`config.mk`:
```
export PLATFORM = sky130hd
export DESIGN_NAME = intirq_bus_ctrl
export DESIGN_NICKNAME = d
export VERILOG_FILES = /design/src/rtl/intirq_pkg.sv /design/src/rtl/intirq_sync.sv /design/src/rtl/intirq_pending.sv /design/src/rtl/intirq_mreset.sv /design/src/rtl/intirq_seq.sv /design/src/rtl/intirq_bus_ctrl.sv
export SDC_FILE = /design/constraint.sdc
export NUM_CORES = 1
export LEC_CHECK = 0
export BUFFER_PORTS_ARGS = -buffer_cell sky130_fd_sc_hd__buf_2
export CORE_MARGIN = 8
export CORE_UTILIZATION = 55
export DETAILED_ROUTE_END_ITERATION = 6
export PLACE_DENSITY_LB_ADDON = 0.3
export SLEW_MARGIN = 10
export SYNTH_ARGS = -nofsm -noshare
export SYNTH_HDL_FRONTEND = slang
export SYNTH_SLANG_ARGS = --single-unit
```
`constraint.sdc`:
```
create_clock -name clk -period 5.1 [get_ports clk]
set_input_delay 0.51 -clock clk [delete_from_list [all_inputs] [get_ports clk]]
set_output_delay 0.51 -clock clk [all_outputs]
set_load 0.05 [all_outputs]
```
`src/rtl/intirq_pkg.sv`:
```
package intirq_pkg;

    localparam int NSRC = 4;
    localparam int IW   = $clog2(NSRC);

    // source index order is also the service priority (0 first)
    localparam logic [IW-1:0] SRC_PFAIL = 2'd0;
    localparam logic [IW-1:0] SRC_PRST  = 2'd1;
    localparam logic [IW-1:0] SRC_TICK  = 2'd2;
    localparam logic [IW-1:0] SRC_ATTN  = 2'd3;

    typedef enum logic [2:0] {
        S_IDLE,
        S_NOTICE,
        S_WAIT_BUS,
        S_ACK,
        S_STROBE,
        S_RELEASE
    } hs_state_e;

    function automatic logic [2:0] dev_num(input logic [IW-1:0] idx);
        return 3'(idx) + 3'd1;
    endfunction

    function automatic logic [1:0] lvl_code(input logic [IW-1:0] idx);
        return (idx == SRC_ATTN) ? 2'b00 : 2'b11;
    endfunction

endpackage

```
`src/rtl/intirq_sync.sv`:
```
module intirq_sync #(
    parameter int W = 1
) (
    input  logic         clk,
    input  logic         rst_n,
    input  logic [W-1:0] din,
    output logic [W-1:0] dout
);
    logic [W-1:0] stg1_q, stg2_q;

    always_ff @(posedge clk or negedge rst_n) begin
        if (!rst_n) begin
            stg1_q <= '0;
            stg2_q <= '0;
        end else begin
            stg1_q <= din;
            stg2_q <= stg1_q;
        end
    end

    assign dout = stg2_q;
endmodule

```
`src/rtl/intirq_pending.sv`:
```
module intirq_pending
    import intirq_pkg::*;
#(
    parameter int N = NSRC
) (
    input  logic          clk,
    input  logic          rst_n,
    input  logic [N-1:0]  req_sync,
    input  logic          flush,
    input  logic          clr_en,
    input  logic [IW-1:0] clr_idx,
    output logic          sel_valid,
    output logic [IW-1:0] sel_idx
);
    logic [N-1:0] prev_q, pend_q, rise;

    assign rise = req_sync & ~prev_q;

    genvar g;
    generate
        for (g = 0; g < N; g++) begin : g_bit
            always_ff @(posedge clk or negedge rst_n) begin
                if (!rst_n) begin
                    prev_q[g] <= 1'b0;
                    pend_q[g] <= 1'b0;
                end else begin
                    prev_q[g] <= req_sync[g];
                    if (flush)
                        pend_q[g] <= 1'b0;
                    else if (rise[g])
                        pend_q[g] <= 1'b1;
                    else if (clr_en && clr_idx == IW'(g))
                        pend_q[g] <= 1'b0;
                end
            end
        end
    endgenerate

    // fixed priority: lowest index wins
    always_comb begin
        sel_valid = |pend_q;
        sel_idx   = '0;
        for (int i = N - 1; i >= 0; i--) begin
            if (pend_q[i]) sel_idx = IW'(i);
        end
    end
endmodule

```
`src/rtl/intirq_mreset.sv`:
```
module intirq_mreset #(
    parameter int MRST_CYCLES = 4
) (
    input  logic clk,
    input  logic rst_n,
    input  logic panel_sync,
    output logic flush,
    output logic master_reset_n
);
    localparam int CW = $clog2(MRST_CYCLES + 1);

    logic          prev_q;
    logic [CW-1:0] cnt_q;
    logic          rise;

    assign rise = panel_sync & ~prev_q;

    always_ff @(posedge clk or negedge rst_n) begin
        if (!rst_n) begin
            prev_q <= 1'b0;
            cnt_q  <= '0;
        end else begin
            prev_q <= panel_sync;
            if (rise)
                cnt_q <= CW'(MRST_CYCLES);
            else if (cnt_q != '0)
                cnt_q <= cnt_q - 1'b1;
        end
    end

    assign master_reset_n = (cnt_q == '0);
    assign flush          = rise | (cnt_q != '0);
endmodule

```
`src/rtl/intirq_seq.sv`:
```
module intirq_seq
    import intirq_pkg::*;
#(
    parameter int TMO_CYCLES = 255
) (
    input  logic          clk,
    input  logic          rst_n,
    input  logic          flush,
    input  logic          sel_valid,
    input  logic [IW-1:0] sel_idx,
    input  logic          cpu_select_n,
    input  logic          cpu_done_n,
    input  logic          other_req_pending,
    output logic          clr_en,
    output logic [IW-1:0] clr_idx,
    output logic          int_notice_n,
    output logic          bus_ack_n,
    output logic          hold_n,
    output logic [1:0]    level_n,
    output logic [2:0]    data_n,
    output logic          strobe_n,
    output logic          data_valid_n,
    output logic          hs_timeout
);
    localparam int CW = $clog2(TMO_CYCLES + 1);

    hs_state_e     state_q, state_d;
    logic [IW-1:0] cur_q;
    logic [CW-1:0] wait_q;
    logic          tmo_hit;

    assign tmo_hit = (state_q == S_STROBE) && cpu_done_n && !flush
                     && (wait_q == CW'(TMO_CYCLES - 1));
    assign clr_en  = (state_q == S_STROBE) && !cpu_done_n && !flush;
    assign clr_idx = cur_q;

    always_comb begin
        state_d = state_q;
        unique case (state_q)
            S_IDLE:     if (sel_valid) state_d = S_NOTICE;
            S_NOTICE:   if (!cpu_select_n)
                            state_d = other_req_pending ? S_WAIT_BUS : S_ACK;
            S_WAIT_BUS: if (!other_req_pending) state_d = S_ACK;
            S_ACK:      state_d = S_STROBE;
            S_STROBE:   if (!cpu_done_n) state_d = S_RELEASE;
                        else if (tmo_hit) state_d = S_IDLE;
            S_RELEASE:  state_d = S_IDLE;
            default:    state_d = S_IDLE;
        endcase
        if (flush) state_d = S_IDLE;
    end

    // state register, source latch and strobe wait counter
    always_ff @(posedge clk or negedge rst_n) begin
        if (!rst_n) begin
            state_q <= S_IDLE;
            cur_q   <= '0;
            wait_q  <= '0;
        end else begin
            state_q <= state_d;
            if (state_q == S_IDLE && state_d == S_NOTICE)
                cur_q <= sel_idx;
            if (state_d == S_STROBE && state_q != S_STROBE)
                wait_q <= '0;
            else if (state_q == S_STROBE)
                wait_q <= wait_q + 1'b1;
        end
    end

    // registered outputs, decoded from the next state
    always_ff @(posedge clk or negedge rst_n) begin
        if (!rst_n) begin
            int_notice_n <= 1'b1;
            bus_ack_n    <= 1'b1;
            hold_n       <= 1'b1;
            level_n      <= 2'b11;
            data_n       <= 3'b111;
            strobe_n     <= 1'b1;
            data_valid_n <= 1'b1;
            hs_timeout   <= 1'b0;
        end else begin
            int_notice_n <= 1'b1;
            bus_ack_n    <= 1'b1;
            hold_n       <= 1'b1;
            level_n      <= 2'b11;
            data_n       <= 3'b111;
            strobe_n     <= 1'b1;
            data_valid_n <= 1'b1;
            hs_timeout   <= tmo_hit;
            unique case (state_d)
                S_NOTICE: int_notice_n <= 1'b0;
                S_ACK: begin
                    bus_ack_n <= 1'b0;
                    hold_n    <= 1'b0;
                    level_n   <= ~lvl_code(cur_q);
                    data_n    <= ~dev_num(cur_q);
                end
                S_STROBE: begin
                    hold_n       <= 1'b0;
                    level_n      <= ~lvl_code(cur_q);
                    data_n       <= ~dev_num(cur_q);
                    strobe_n     <= 1'b0;
                    data_valid_n <= 1'b0;
                end
                default: ;
            endcase
        end
    end
endmodule

```
`src/rtl/intirq_bus_ctrl.sv`:
```
module intirq_bus_ctrl
    import intirq_pkg::*;
#(
    parameter int TMO_CYCLES  = 255,
    parameter int MRST_CYCLES = 4
) (
    input  logic       clk,
    input  logic       rst_n,
    input  logic       pwr_fail_req,
    input  logic       pwr_restart_req,
    input  logic       clk_tick_req,
    input  logic       attn_req,
    input  logic       panel_reset_req,
    input  logic       other_req_pending,
    input  logic       cpu_select_n,
    input  logic       cpu_done_n,
    output logic       int_notice_n,
    output logic       bus_ack_n,
    output logic       hold_n,
    output logic [1:0] level_n,
    output logic [2:0] data_n,
    output logic       strobe_n,
    output logic       data_valid_n,
    output logic       master_reset_n,
    output logic       hs_timeout
);
    localparam int NIN = NSRC + 1;

    logic [NIN-1:0]  async_in, synced;
    logic            flush, sel_valid, clr_en;
    logic [IW-1:0]   sel_idx, clr_idx;

    assign async_in = {panel_reset_req, attn_req, clk_tick_req,
                       pwr_restart_req, pwr_fail_req};

    intirq_sync #(.W(NIN)) u_sync (
        .clk  (clk),
        .rst_n(rst_n),
        .din  (async_in),
        .dout (synced)
    );

    intirq_mreset #(.MRST_CYCLES(MRST_CYCLES)) u_mrst (
        .clk           (clk),
        .rst_n         (rst_n),
        .panel_sync    (synced[NSRC]),
        .flush         (flush),
        .master_reset_n(master_reset_n)
    );

    intirq_pending #(.N(NSRC)) u_pend (
        .clk      (clk),
        .rst_n    (rst_n),
        .req_sync (synced[NSRC-1:0]),
        .flush    (flush),
        .clr_en   (clr_en),
        .clr_idx  (clr_idx),
        .sel_valid(sel_valid),
        .sel_idx  (sel_idx)
    );

    intirq_seq #(.TMO_CYCLES(TMO_CYCLES)) u_seq (
        .clk              (clk),
        .rst_n            (rst_n),
        .flush            (flush),
        .sel_valid        (sel_valid),
        .sel_idx          (sel_idx),
        .cpu_select_n     (cpu_select_n),
        .cpu_done_n       (cpu_done_n),
        .other_req_pending(other_req_pending),
        .clr_en           (clr_en),
        .clr_idx          (clr_idx),
        .int_notice_n     (int_notice_n),
        .bus_ack_n        (bus_ack_n),
        .hold_n           (hold_n),
        .level_n          (level_n),
        .data_n           (data_n),
        .strobe_n         (strobe_n),
        .data_valid_n     (data_valid_n),
        .hs_timeout       (hs_timeout)
    );
endmodule

```
==> summary.md <==
| Metric | Value |
|---|---|
| Hold Path Origin | pwr_restart_req |
| Final setup viols | 0 |
| RSZ-0062 raised after global routing | false |
| Vias post-DR | about 1,200 |
| Final nets | 201 |
| Setup TNS | 0 ps |
| Leakage | 0.902 nW |
| Drt drc | 0 |
| Worst Hold Endpoint | u_sync.stg1_q[1] |
| Root buf cell | clkbuf_4 |
| Initial Util | 56.9% |
| Area of the multi-input gates | between 700 and 800 sq um |
| DIE HEIGHT | 74.5 um |
| Post-CTS setup buffer count | 0 |
| Iter 0 DRT Violations | 60 |
| R2r startpoint | u_mrst.cnt_q[0] |
| Commonest non-fill, non-tap cell in the layout | dfrtp_1 |
| Post-synthesis cell count | approximately 160 |
| HPWL after detailed placement | ~2400 um |
| Crit path launch type | flip-flop |
| CTS Buf Count | 5 |
| Setup WS post-layout | 3040 ps |
| Number of flops mapped to enable cells by yosys | 0 |
| Final worst path period need | 2060 ps |
| Worst-case clock skew | 21.9 ps |
| Tightest Hold Check Type | input port to flip-flop |
| Layout Utilization | between 60% and 70% |
| CTS Buffer Depth | 2 |
| CP Max Fanout | 5 |
| Cells on worst reg2reg path | 7 |
| Die X | 74.5 um |
| Area of the die | about 5600 sq um |
| Routed WL | roughly 3200 um |
| Max-capacitance violation count | 0 |
| Register Area | between 1000 and 1500 sq um |
| Mean Syn Cell Area | 11.9 sq um |
| Clock slew at reported path FFs | 120 ps |
| Fmax | 486 MHz |
| Rel. slew slack | 37.8% |
| Worst path required time | 4590 ps |
| Number of port buffers | 21 |
| Initial antenna violation count | 0 |
| I/O pins | 22 |
| Library cells used by synthesis | 40 |
| Fill cell count | 287 |
| Fin. Hold Viols | 0 |
| Worst slack at placement | 3260 ps |
| Total design power | 0.000742 W |
| Placed cell areas | 2030 sq um |
| Vias in the first global route | 1,239 |
| Diodes inserted | 0 |
| Most used DFF post-synth | dfrtp_1 |
| GRT overflow | 0 |
| Core ar. | 3310 sq um |
| Area grow syn2layout | 11.1% |
| Design area | 2090 sq um |
| FF+latch count, synth | 44 |
| Reg2reg end | u_seq.data_n[2] |
| WP data arrival | 1550 ps |
| Peak VDD IR | 0.000246 V |
| Fin crit share | 40.4% |
| Mapped Nets | 176 |
| Final GP Congestion | about 0.81 |
| Status | completed |
| Ys async rst share | between 90% and 100% |
| Post-synthesis sequential area ratio | 59.0% |
| Quantity of hold-fixing buffers added after cts | 0 |
| Worst-margin pin slew | 934 ps |
| Post-CTS Resized | 0 |
| Commonest non-fill, non-tap cells in the layout | 36 x dfrtp_1, 21 x buf_2, 13 x inv_1, 13 x nor2_1 |
| Post-synthesis cell area | approximately 1900 sq um |
| H-Tree Depth | 2 |
| Final Max Slew Viols | 0 |
| Router iterations before antenna repair | 4 |
| Core Rows | 21 |
| CTS tree | done |
| Reg2reg setup slack | 3250 ps |
| Drt wl/cell | 14.0 um |
| Pin count of the biggest net entering global routing | between 40 and 50 |
| Ys Warns | 0 |
| Clock latency on the worst-skew pair | 360 ps |
| WS Path Type | flip-flop to output pin |
| Gr usage total | 13.4% |
| Final antenna-violating net count | 0 |
| Setup crit end kind | output pin |
| Via/cell ratio | 5.30 |
| Clk sink count | 44 |
| Global-route wire length before repair | 5600 um |
| Share of cells above drive strength 1 | between 20% and 30% |
| Hold path cells | 1 |
| Cell Pwr Density | 355 nW/um^2 |
[Yosys cell counts, types with 2 or more instances]
library cell,number,share of area [%]
o41ai_2,2,1.7
a21oi_1,8,2.1
nand3_1,5,1.3
nand2b_1,4,1.3
a211oi_1,6,2.4
ha_1,8,5.3
buf_4,2,0.80
nand4_1,5,1.7
dfrtp_1,36,48
nand2_1,8,1.6
mux2i_1,2,1.1
a32oi_1,4,1.9
xor2_1,2,0.93
nor2b_1,6,2.0
nor2_1,13,2.6
inv_1,13,2.6
o21ai_0,4,1.1
dfstp_2,8,11
[worst max-delay path by stage]
stage	startpoint	end	slack, ps	cells after the start
after floorplan	u_mrst.cnt_q[0]	u_seq.data_n[1]	3310	8
after global placement	u_mrst.cnt_q[0]	u_seq.data_n[2]	3380	7
after detailed placement	u_mrst.cnt_q[0]	u_seq.level_n[0]	3260	7
after CTS	u_mrst.cnt_q[0]	master_reset_n	3010	5
after global routing	u_mrst.cnt_q[0]	master_reset_n	2940	5
final	u_mrst.cnt_q[0]	master_reset_n	3040	5
[report_power, final]
group | switching, W | total [W] | internal (W) | leakage [nW]
Clock | 0.000110 | 0.000177 | 0.0000670 | 0.0305
Combinational | 0.000102 | 0.000163 | 0.0000611 | 0.328
Sequential | 0.0000231 | 0.000402 | 0.000379 | 0.544
[per-stage QoR]
stage | hold WS [ps] | std cells
2_1_floorplan | 214 | 158
3_3_place_gp | 335 | 222
3_5_place_dp | 337 | 222
4_1_cts | 238 | 230
5_1_grt | 227 | 230
6_report | 253 | 230
[cell type report]
class / count / area share [%]
clock buffer: 6 / 2.45
clock inverter: 2 / 0.718
inverter: 13 / 2.33
multi-input combinational: 98 / 33.6
sequential: 44 / 53.1
tap: 46 / 2.75
timing repair buffer: 21 / 5.02
[layer usage]
layer  wire (um)  GRT usage, %  vias up  part of all wire, %
met5           0             0        -                    0
met4          87          8.26        0                  2.7
met3         172          3.64        9                  5.4
met2        1500          21.0       24                   47
met1        1450          16.1      581                   45
li1            -             -      606                    -
[cell families (layout without fill, tap and decap cells)]
family                     count (synthesis)  after routing  synth area share, %
AOI/OAI and AO/OA                         33             33                 13.2
xor gates and xnor gates                   3              3                 1.40
adders and majority gates                  8              8                 5.32
buffers and inverters                     16             42                 3.65
DFF                                       44             44                 59.0
muxes                                      2              2                 1.06
and+or+nand+nor                           52             52                 16.4
[registers in the layout (all words and copies together), names as in the netlist, 3 cells and up]
signal         flops
u_mrst.cnt_q       3
u_pend.pend_q      4
u_pend.prev_q      4
u_seq.data_n       3
u_seq.state_q      3
u_seq.wait_q       8
u_sync.dout        5
u_sync.stg1_q      5
[worst max-delay path, cell delays in order, from the launching register on]
cell	delay [ps]
dfrtp_1	380
inv_1	110
ha_1	240
nand2b_4	80
inv_1	110
buf_2	290
Power figures use the tool's default switching activity.
